==> config.mk <==
export PLATFORM = sky130hd
export DESIGN_NAME = hvs_startup_seq
export DESIGN_NICKNAME = d
export VERILOG_FILES = /design/src/rtl/hvs_pkg.sv /design/src/rtl/hvs_source_fsm.sv /design/src/rtl/hvs_dropout_filter.sv /design/src/rtl/hvs_start_gate.sv /design/src/rtl/hvs_startup_seq.sv
export SDC_FILE = /design/constraint.sdc
export NUM_CORES = 1
export LEC_CHECK = 0
export ABC_AREA = 1
export BUFFER_PORTS_ARGS = -buffer_cell sky130_fd_sc_hd__clkbuf_2
export CAP_MARGIN = 30
export CORE_ASPECT_RATIO = 0.6
export CORE_UTILIZATION = 30
export CTS_BUF_LIST = sky130_fd_sc_hd__clkbuf_2 sky130_fd_sc_hd__clkbuf_4 sky130_fd_sc_hd__clkbuf_8
export DETAILED_ROUTE_END_ITERATION = 12
export GPL_ROUTABILITY_DRIVEN = 1
export GPL_TIMING_DRIVEN = 0
export PLACE_DENSITY_LB_ADDON = 0.05
export SYNTH_ARGS = -nofsm -noshare
export SYNTH_HDL_FRONTEND = slang
export SYNTH_SLANG_ARGS = --single-unit
==> constraint.sdc <==
create_clock -name clk -period 1.75 [get_ports clk]
set_input_delay 0.175 -clock clk [delete_from_list [all_inputs] [get_ports clk]]
set_output_delay 0.175 -clock clk [all_outputs]
set_load 0.1 [all_outputs]
==> src/rtl/hvs_pkg.sv <==
package hvs_pkg;
    typedef enum logic [1:0] {
        SRC_OFF  = 2'd0,
        SRC_STOP = 2'd1,
        SRC_LOW  = 2'd2,
        SRC_HIGH = 2'd3
    } src_state_t;
endpackage

==> src/rtl/hvs_source_fsm.sv <==
module hvs_source_fsm
    import hvs_pkg::*;
(
    input  logic clk,
    input  logic rst_n,
    input  logic thermal_sd,
    input  logic hv_above_min,
    input  logic vcc_above_on,
    input  logic vcc_below_restart,
    input  logic vcc_below_inhibit,
    output logic src_low_en,
    output logic src_high_en
);
    src_state_t state_q, state_d, charge_lvl;

    // charging current level picked from the inhibit comparator
    assign charge_lvl = vcc_below_inhibit ? SRC_LOW : SRC_HIGH;

    always_comb begin
        state_d = state_q;
        unique case (state_q)
            SRC_OFF:  state_d = (hv_above_min && !vcc_above_on) ? charge_lvl : SRC_STOP;
            SRC_STOP: state_d = (vcc_below_restart && hv_above_min) ? charge_lvl : SRC_STOP;
            SRC_LOW,
            SRC_HIGH: state_d = (vcc_above_on || !hv_above_min) ? SRC_STOP : charge_lvl;
            default:  state_d = SRC_STOP;
        endcase
        if (thermal_sd) state_d = SRC_OFF;
    end

    always_ff @(posedge clk or negedge rst_n) begin
        if (!rst_n) state_q <= SRC_STOP;
        else        state_q <= state_d;
    end

    always_comb begin
        src_low_en  = (state_q == SRC_LOW);
        src_high_en = (state_q == SRC_HIGH);
    end
endmodule

==> src/rtl/hvs_dropout_filter.sv <==
module hvs_dropout_filter #(
    parameter int DROP_TICKS = 68
) (
    input  logic clk,
    input  logic rst_n,
    input  logic tick,
    input  logic hv_below_stop,
    input  logic hv_above_start,
    input  logic vcc_below_reset,
    output logic brownout
);
    localparam int CW = $clog2(DROP_TICKS + 1);
    localparam logic [CW-1:0] LIMIT = CW'(DROP_TICKS);

    logic [CW-1:0] cnt_q;

    always_ff @(posedge clk or negedge rst_n) begin
        if (!rst_n) begin
            cnt_q <= '0;
        end else if (vcc_below_reset || !hv_below_stop) begin
            cnt_q <= '0;
        end else if (tick && cnt_q != LIMIT) begin
            cnt_q <= cnt_q + 1'b1;
        end
    end

    always_ff @(posedge clk or negedge rst_n) begin
        if (!rst_n)               brownout <= 1'b1;
        else if (vcc_below_reset) brownout <= 1'b1;
        else if (hv_above_start)  brownout <= 1'b0;
        else if (cnt_q == LIMIT)  brownout <= 1'b1;
    end
endmodule

==> src/rtl/hvs_start_gate.sv <==
module hvs_start_gate (
    input  logic clk,
    input  logic rst_n,
    input  logic vcc_above_on,
    input  logic brownout,
    input  logic thermal_sd,
    input  logic vcc_below_reset,
    output logic start_pulse
);
    logic on_prev_q;

    always_ff @(posedge clk or negedge rst_n) begin
        if (!rst_n) begin
            on_prev_q   <= 1'b0;
            start_pulse <= 1'b0;
        end else if (vcc_below_reset) begin
            on_prev_q   <= 1'b0;
            start_pulse <= 1'b0;
        end else begin
            on_prev_q   <= vcc_above_on;
            start_pulse <= vcc_above_on && !on_prev_q && !brownout && !thermal_sd;
        end
    end
endmodule

==> src/rtl/hvs_startup_seq.sv <==
module hvs_startup_seq #(
    parameter int DROP_TICKS = 68
) (
    input  logic clk,
    input  logic rst_n,
    input  logic tick,
    input  logic hv_above_min,
    input  logic hv_above_start,
    input  logic hv_below_stop,
    input  logic vcc_above_on,
    input  logic vcc_below_restart,
    input  logic vcc_below_inhibit,
    input  logic vcc_below_reset,
    input  logic thermal_sd,
    output logic src_low_en,
    output logic src_high_en,
    output logic brownout,
    output logic start_pulse
);
    hvs_source_fsm src_i (
        .clk               (clk),
        .rst_n             (rst_n),
        .thermal_sd        (thermal_sd),
        .hv_above_min      (hv_above_min),
        .vcc_above_on      (vcc_above_on),
        .vcc_below_restart (vcc_below_restart),
        .vcc_below_inhibit (vcc_below_inhibit),
        .src_low_en        (src_low_en),
        .src_high_en       (src_high_en)
    );

    hvs_dropout_filter #(.DROP_TICKS(DROP_TICKS)) drop_i (
        .clk             (clk),
        .rst_n           (rst_n),
        .tick            (tick),
        .hv_below_stop   (hv_below_stop),
        .hv_above_start  (hv_above_start),
        .vcc_below_reset (vcc_below_reset),
        .brownout        (brownout)
    );

    hvs_start_gate gate_i (
        .clk             (clk),
        .rst_n           (rst_n),
        .vcc_above_on    (vcc_above_on),
        .brownout        (brownout),
        .thermal_sd      (thermal_sd),
        .vcc_below_reset (vcc_below_reset),
        .start_pulse     (start_pulse)
    );
endmodule

==> flow_summary.yaml, run 1 <==
layout:
  fin_nets: 119
  diodes: 0
  drive_gt1_share_pct: 32.4
  fillers: 215
  ff_latch_area_sq_um: 303
  multi_input_area_sq_um: 342
  layout_commonest_cell: "nand2_1"
  utilization_pct: 40.2
  area_delta_synth_final_pct: 25.0
  final_cell_mix: "nand2_1 (20), clkbuf_2 (14), inv_1 (13)"
setup_path:
  startpoint_type: "flip-flop"
  critical_path_class: "flip-flop to output port"
  cp.required_ns: 1.57
  r2r_cells: 9
  end_kind: "output port"
  crit_path_max_fanout: 4
  startpoint: "src_i.state_q[0]"
  worstReg2RegStart: "drop_i.cnt_q[0]"
  r2r-end: "drop_i.cnt_q[4]"
  rrSetupSlack_ns: 0.38
  crit_end: "src_high_en"
  crit_arrival_ns: 1.34
global_routing:
  antenna_found_initial: 0
  gr-total-overflow: 0
  grt_max_degree: 13
  grt_pass1_wl_microns: 2530
  grt.total_usage_pct: 14.5
  grt_pass1_vias: 541
synthesis:
  ys_seq_elements: 12
  synth_area_sq_um: 702
  syn_area_per_cell_sq_um: 8.16
  seq_area_frac_synth_pct: 43.1
  synth_nets: 99
  synthCells: 86
  ys_warn_count: 0
  ys_types: 25
sta:
  tns_ns: 0
  fin_worst_skew_ns: 0.00244
  period_minus_slack_ns: 1.52
  setup_viol: 0
  drv_slew: 0
  relSlewSlack_pct: 63.9
  finalHoldViolCount: 0
  rsz0062_at_grt: "no"
  fin_crit_sh_pct: 86.7
  worst_pin_slew_ns: 0.545
  fmax_ghz: 0.659
  hold_ws_ns: 0.0917
detailed_routing:
  ant_nets: 0
  routed_via_density: 4.21
  drc: 0
  wl_per_cell_microns: 10.6
  vias: 568
  wirelength_microns: 1440
  drt_iter0_markers: 15
  drt-pass1-iter-count: 4
clock_network:
  cts_buffers: 3
  cts_setup_buffers: 0
  cts_resized: 0
  htree_levels: 1
  postCtsHoldBufs: 1
  clockBufferDepth: 2
  clock_sinks: 12
  tritoncts: "done"
  clock_latency_ns: 0.24
  clk_pin_slew_ns: 0.05
  clockRootBuffer: "clkbuf_8"
floorplan:
  core_area_sq_um: 2180
  ioPinCount: 15
  die_x_microns: 64.4
  die_area_sq_um: 2540
  die_h_microns: 39.5
  rows: 13
  start_util_pct: 32.2
run_status:
  status: "completed"
place:
  gp_congestion: 0.730
  hpwlAfterDp_microns: 1160
  io_buffers: 14
job:
  maxCapViolCount: 0
pwr:
  p_per_area_nw_per_um2: 807
  ir_drop_mv: 0.370
  p_leak_nw: 0.459
min_path:
  hold_path_class: "input port to flip-flop"
## cell usage after synthesis
cell,count,area share [%]
nand3_4,1,2.5
xor2_1,1,1.2
xnor2_1,1,1.2
nand3_1,11,7.8
nor4_1,1,0.89
a31o_2,1,1.2
nand2_1,20,11
nand2_2,1,0.89
nand2_4,2,3.2
nor2_4,1,1.6
nor2_1,5,2.7
inv_2,3,1.6
nor2_2,2,1.8
and3b_1,1,1.2
inv_1,13,7.0
a21oi_1,1,0.71
a31oi_1,1,0.89
dfrtp_1,10,36
a21oi_2,1,1.2
nand3_2,1,1.4
nor3b_1,1,1.1
o21ai_0,2,1.4
nand4_1,1,0.89
ha_1,2,3.6
dfstp_2,2,7.5
## worst max-delay path, cell delays in order, from the launching register on
cell,delay [ns]
dfstp_2,0.56
nand2_1,0.05
inv_1,0.05
clkbuf_2,0.44
## metal layers
layer	wire length (microns)	part of all wire [%]	up-vias	track usage, %
met4	17	1.2	0	5.00
met5	0	0	-	0
met2	568	40	5	18.9
met3	50	3.5	2	6.10
met1	800	56	251	20.7
li1	-	-	310	-
## cells by family after synthesis
| kind of cell | Yosys count | synth area share (%) |
|---|---|---|
| fa+ha+maj | 2 | 3.56 |
| flops | 12 | 43.1 |
| simple gates | 48 | 36.7 |
| xor+xnor | 2 | 2.50 |
| compound gates | 6 | 5.53 |
| buf+inv | 16 | 8.56 |
## layout make-up
cell class / instances / area share, %
multi-input cells: 58 / 38.9
flip-flops and latches: 12 / 34.5
inverters: 16 / 6.85
well taps: 30 / 4.28
repair buffers: 15 / 9.13
clock buffers: 4 / 6.28
## worst min-delay path by stage
stage                              start              end  depth (start not counted)
after floorplan                    rst_n  drop_i.cnt_q[0]                          0
after global placement             rst_n  drop_i.cnt_q[0]                          1
after detailed placement           rst_n  drop_i.cnt_q[0]                          1
after CTS                 hv_above_start  drop_i.brownout                          2
after global routing      hv_above_start  drop_i.brownout                          2
final                     hv_above_start  drop_i.brownout                          2
## state kept, by name (all words and copies together) (netlist names)
signal / flops
drop_i.brownout: 1
drop_i.cnt_q: 7
gate_i.on_prev_q: 1
gate_i.start_pulse: 1
src_i.state_q: 2
## where the power goes
group	internal, W	switching [W]
Combinational	0.0000290	0.0000758
Sequential	0.000291	0.00000848
Clock	0.000199	0.000105
## metrics by stage
stage | power, W | cells | setup WS [ns] | cell area, sq um
6_report | 0.000708 | 135 | 0.233 | 877
5_1_grt | 0.000748 | 135 | 0.147 | 877
4_1_cts | 0.000722 | 135 | 0.218 | 877
3_5_place_dp | 0.000408 | 130 | 0.369 | 812
3_3_place_gp | 0.000408 | 130 | 0.388 | 812
2_1_floorplan | 0.000374 | 86 | 0.407 | 704
Note: power is estimated with default switching activity, not from simulation.
==> inputs of run 2 (changes only) <==
==> constraint.sdc (replaced) <==
create_clock -name clk -period 1.75 [get_ports clk]
set_input_delay 0.175 -clock clk [delete_from_list [all_inputs] [get_ports clk]]
set_output_delay 0.175 -clock clk [all_outputs]
set_load 0.05 [all_outputs]
==> flow_summary.yaml, run 2 (synthesis gave the netlist of run 1 again) <==
clock_network:
  clockRootBuffer: "clkbuf_8"
  clock_latency_ns: 0.24
  clockBufferDepth: 2
  htree_levels: 1
  cts_buffers: 3
  cts_setup_buffers: 0
  clk_pin_slew_ns: 0.05
  postCtsHoldBufs: 1
  clock_sinks: 12
  tritoncts: "done"
  cts_resized: 0
place:
  io_buffers: 14
  gp_congestion: 0.764
  pre_cts_slack_ns: 0.380
  hpwlAfterDp_microns: 1120
sta:
  tns_ns: 0
  relSlewSlack_pct: 79.2
  rsz0062_at_grt: "no"
  setup_viol: 0
  fmax_ghz: 0.734
  finalWorstSetupSlack_ns: 0.387
  worst_pin_slew_ns: 0.312
  fin_crit_sh_pct: 77.9
  drv_slew: 0
  period_minus_slack_ns: 1.36
  fin_worst_skew_ns: 0.000919
  finalHoldViolCount: 0
pwr:
  p_clk_share_pct: 38.9
  p_leak_nw: 0.452
  p_per_area_nw_per_um2: 731
  fin_total_pwr_w: 0.000629
  seq_power_share_pct: 47.5
  p_comb_share_pct: 13.6
  p_switching_w: 0.000159
  power.share.switching_pct: 25.3
  ir_drop_mv: 0.454
  p_int_w: 0.000470
global_routing:
  grt_max_degree: 13
  grt_pass1_vias: 516
  grt_pass1_wl_microns: 2400
  gr-total-overflow: 0
  grt.total_usage_pct: 13.5
  antenna_found_initial: 0
setup_path:
  end_kind: "flip-flop"
  r2r_cells: 9
  r2r-end: "drop_i.cnt_q[4]"
  crit_arrival_ns: 1.49
  startpoint_type: "flip-flop"
  rrSetupSlack_ns: 0.39
  worstReg2RegStart: "drop_i.cnt_q[0]"
  critical_path_class: "flip-flop to flip-flop"
  cp.required_ns: 1.88
  crit_path_max_fanout: 8
detailed_routing:
  drt_iter0_markers: 21
  vias: 570
  wl_per_cell_microns: 10.4
  wirelength_microns: 1400
  routed_via_density: 4.25
  ant_nets: 0
  drt-pass1-iter-count: 4
  drc: 0
layout:
  fin_nets: 119
  multi_input_area_sq_um: 339
  drive_gt1_share_pct: 30.8
  final_cell_mix: "nand2_1 (20), clkbuf_2 (14), inv_1 (13)"
  largest_registers: "drop_i.cnt_q x7, src_i.state_q x2"
  fillers: 226
  largest_register_ffs: 7
  top_register: "drop_i.cnt_q"
  layout_commonest_cell: "nand2_1"
  area_delta_synth_final_pct: 22.6
  diodes: 0
  ff_latch_area_sq_um: 303
floorplan:
  die_x_microns: 64.4
  ioPinCount: 15
  die_area_sq_um: 2540
  core_area_sq_um: 2180
  start_util_pct: 32.2
  die_h_microns: 39.5
  rows: 13
job:
  maxCapViolCount: 0
min_path:
  holdPathEnd: "drop_i.brownout"
  min_path_cells: 2
  hold_path_class: "input port to flip-flop"
  holdCritStartpoint: "hv_above_start"
run_status:
  status: "completed"
-- run 2: changes by cell type in the layout (fill, tap and decap cells not counted) --
| cell | delta |
|---|---|
| clkbuf_8 | -1 |
| nor2_1 | +1 |
| nor2_2 | -1 |
-- run 2: cell type report --
cell class,instances,share of cell area [%]
inverter,16,6.98
sequential,12,35.2
timing repair buffer,15,9.30
clock buffer,3,4.80
multi-input combinational,58,39.4
tap,30,4.36
-- run 2: power by group through the flow --
| stage | clock network [W] | logic, W | registers, W |
|---|---|---|---|
| 2_1_floorplan | 0 | 0.0000457 | 0.000309 |
| 3_3_place_gp | 0 | 0.0000855 | 0.000303 |
| 3_5_place_dp | 0 | 0.0000854 | 0.000303 |
| 4_1_cts | 0.000256 | 0.0000875 | 0.000298 |
| 5_1_grt | 0.000270 | 0.0000959 | 0.000300 |
| 6_report | 0.000245 | 0.0000856 | 0.000299 |
-- run 2: through the flow --
step | std cells | cell area (sq um) | utilization (%) | hold WS, ns
6_report | 134 | 861 | 39.5 | 0.121
2_1_floorplan | 86 | 702 | - | -0.121
3_5_place_dp | 130 | 810 | 37.1 | 0.0861
3_3_place_gp | 130 | 810 | 37.1 | 0.0858
5_1_grt | 134 | 861 | 39.5 | 0.134
4_1_cts | 134 | 861 | 39.5 | 0.118
-- run 2: worst max-delay path: stages, from the launching register on --
cell and delay (ns):
dfrtp_1 0.41, inv_1 0.10, ha_1 0.17, nand2_1 0.05, inv_1 0.10, nand3_4 0.10
nand2_4 0.14, nand2_4 0.07, nand3_1 0.07, nand2_1 0.05
-- run 2: how the worst max path moves through the flow --
stage	startpoint	end	slack, ns	cells after the start
2_1_floorplan	drop_i.cnt_q[0]	drop_i.cnt_q[0]	0.55	9
4_1_cts	drop_i.cnt_q[0]	drop_i.cnt_q[4]	0.37	9
3_3_place_gp	drop_i.cnt_q[0]	drop_i.cnt_q[4]	0.39	9
5_1_grt	drop_i.cnt_q[0]	drop_i.cnt_q[2]	0.28	9
6_report	drop_i.cnt_q[0]	drop_i.cnt_q[4]	0.39	9
3_5_place_dp	drop_i.cnt_q[0]	drop_i.cnt_q[4]	0.38	9
-- run 2: layer usage --
layer  share of wire [%]  vias up  track usage (%)
li1                    -      310                -
met5                   0        -                0
met1                  55      249             18.4
met3                 3.6        2             5.23
met2                  40        9             18.9
met4                0.93        0             5.00
==> inputs of run 3 (changes only) <==
==> constraint.sdc (replaced) <==
create_clock -name clk -period 1.4 [get_ports clk]
set_input_delay 0.14 -clock clk [delete_from_list [all_inputs] [get_ports clk]]
set_output_delay 0.14 -clock clk [all_outputs]
set_load 0.05 [all_outputs]
==> flow_summary.yaml, run 3 (synthesis gave the netlist of run 1 again) <==
run_status:
  status: "completed"
min_path:
  hold_path_class: "input port to flip-flop"
  min_path_cells: 2
  holdPathEnd: "drop_i.brownout"
  holdCritStartpoint: "hv_above_start"
global_routing:
  antenna_found_initial: 0
  grt_pass1_vias: 516
  grt_max_degree: 13
  gr-total-overflow: 0
  grt.total_usage_pct: 13.5
  grt_pass1_wl_microns: 2400
pwr:
  p_leak_nw: 0.462
  p_per_area_nw_per_um2: 894
  ir_drop_mv: 0.576
place:
  dpl-instance-area_sq_um: 810
  io_buffers: 14
  hpwlAfterDp_microns: 1120
  gp_congestion: 0.764
  pre_cts_slack_ns: 0.0296
detailed_routing:
  drt-pass1-iter-count: 4
  vias: 574
  wl_per_cell_microns: 10.4
  drc: 0
  routed_via_density: 4.22
  drt_iter0_markers: 15
  wirelength_microns: 1420
  ant_nets: 0
setup_path:
  end_kind: "flip-flop"
  slowest_stage: "dfrtp_1"
  crit_chain: "inv_1, ha_1, nand2_1, inv_2, nand3_4, nand2_8, nand2_4, nand3_1, nand2_1"
  startpoint_type: "flip-flop"
  worstReg2RegStart: "drop_i.cnt_q[1]"
  rrSetupSlack_ns: 0.12
  r2r_cells: 9
  critical_path.most_common_cell: "nand2_1"
  crit_path_max_fanout: 8
  cp.required_ns: 1.53
  r2r-end: "drop_i.cnt_q[4]"
  slowest_delay_ns: 0.41
  critical_path_class: "flip-flop to flip-flop"
  crit_arrival_ns: 1.41
job:
  maxCapViolCount: 0
sta:
  period_minus_slack_ns: 1.28
  setup_viol: 0
  rsz0062_at_grt: "no"
  drv_slew: 0
  fmax_ghz: 0.778
  worst_pin_slew_ns: 0.313
  finalWorstSetupSlack_ns: 0.115
  tns_ns: 0
  fin_crit_sh_pct: 91.8
  relSlewSlack_pct: 79.1
  finalHoldViolCount: 0
  fin_worst_skew_ns: 0.000872
layout:
  largest_register_ffs: 7
  multi_input_area_sq_um: 348
  final_cell_mix: "nand2_1 (20), clkbuf_2 (14), inv_1 (12)"
  ff_latch_area_sq_um: 303
  fin_area_sq_um: 885
  top_register: "drop_i.cnt_q"
  diodes: 0
  utilization_pct: 40.6
  area_delta_synth_final_pct: 26.0
  fin_nets: 121
  largest_registers: "drop_i.cnt_q x7, src_i.state_q x2"
  fillers: 225
  layout_commonest_cell: "nand2_1"
  drive_gt1_share_pct: 33.0
floorplan:
  die_h_microns: 39.5
  die_area_sq_um: 2540
  die_x_microns: 64.4
  start_util_pct: 32.2
  rows: 13
  core_area_sq_um: 2180
  ioPinCount: 15
clock_network:
  clk_pin_slew_ns: 0.05
  clock_sinks: 12
  clockBufferDepth: 2
  cts_buffers: 3
  clock_latency_ns: 0.24
  clockRootBuffer: "clkbuf_8"
  htree_levels: 1
  tritoncts: "done"
## run 3: changes by cell type in the layout (fill, tap and decap cells not counted)
| cell | change |
|---|---|
| buf_4 | +2 |
| nand2_4 | -1 |
| nand2_8 | +1 |
| inv_1 | -1 |
| inv_2 | +1 |
## run 3: worst max-delay path by stage
stage	start	endpoint	slack, ns	cells after the start
after detailed placement	drop_i.cnt_q[0]	drop_i.cnt_q[4]	0.03	9
final	drop_i.cnt_q[1]	drop_i.cnt_q[4]	0.12	9
after floorplan	drop_i.cnt_q[0]	drop_i.cnt_q[0]	0.20	9
after global placement	drop_i.cnt_q[0]	drop_i.cnt_q[4]	0.04	9
after global routing	drop_i.cnt_q[0]	drop_i.cnt_q[2]	0.01	9
after CTS	drop_i.cnt_q[0]	drop_i.cnt_q[4]	0.02	9
## run 3: power by group
part	switching, W	internal [W]	total, W
Clock	0.000118	0.000189	0.000307
Sequential	0.00000855	0.000364	0.000372
Combinational	0.0000744	0.0000382	0.000113
Total	0.000201	0.000591	0.000791
## run 3: worst max-delay path: cells and delay by family (launching register included)
family	cells	cell delay, ns
simple gates	6	0.47
flops	1	0.41
fa+ha+maj	1	0.14
buf+inv	2	0.14
## run 3: timing repair
action                     4_1_cts  5_1_grt
resized for setup                0        2
setup endpoints to repair        0        5
hold endpoints to repair        10        0
buffers inserted                 0        2
hold buffers                     1        0
## run 3: final cells by class
class                      count  share of cell area [%]
clock buffer                   3                    4.67
inverter                      16                    6.79
multi-input combinational     58                    39.3
sequential                    12                    34.2
tap                           30                    4.24
timing repair buffer          17                    10.7
## run 3: metrics by stage
step                      total power (W)  hold slack, ns  instances
final                            0.000791          0.0861        136
after global routing             0.000837          0.0993        136
after CTS                        0.000802          0.0833        134
after detailed placement         0.000485          0.0511        130
after global placement           0.000486          0.0508        130
after floorplan                  0.000443          -0.156         86
## run 3: routing by layer
layer | up-vias | GRT usage (%) | share of wire (%)
li1 | 314 | - | -
met1 | 251 | 18.4 | 56
met2 | 7 | 18.9 | 39
met3 | 2 | 5.23 | 3.1
met4 | 0 | 5.00 | 1.3
met5 | - | 0 | 0
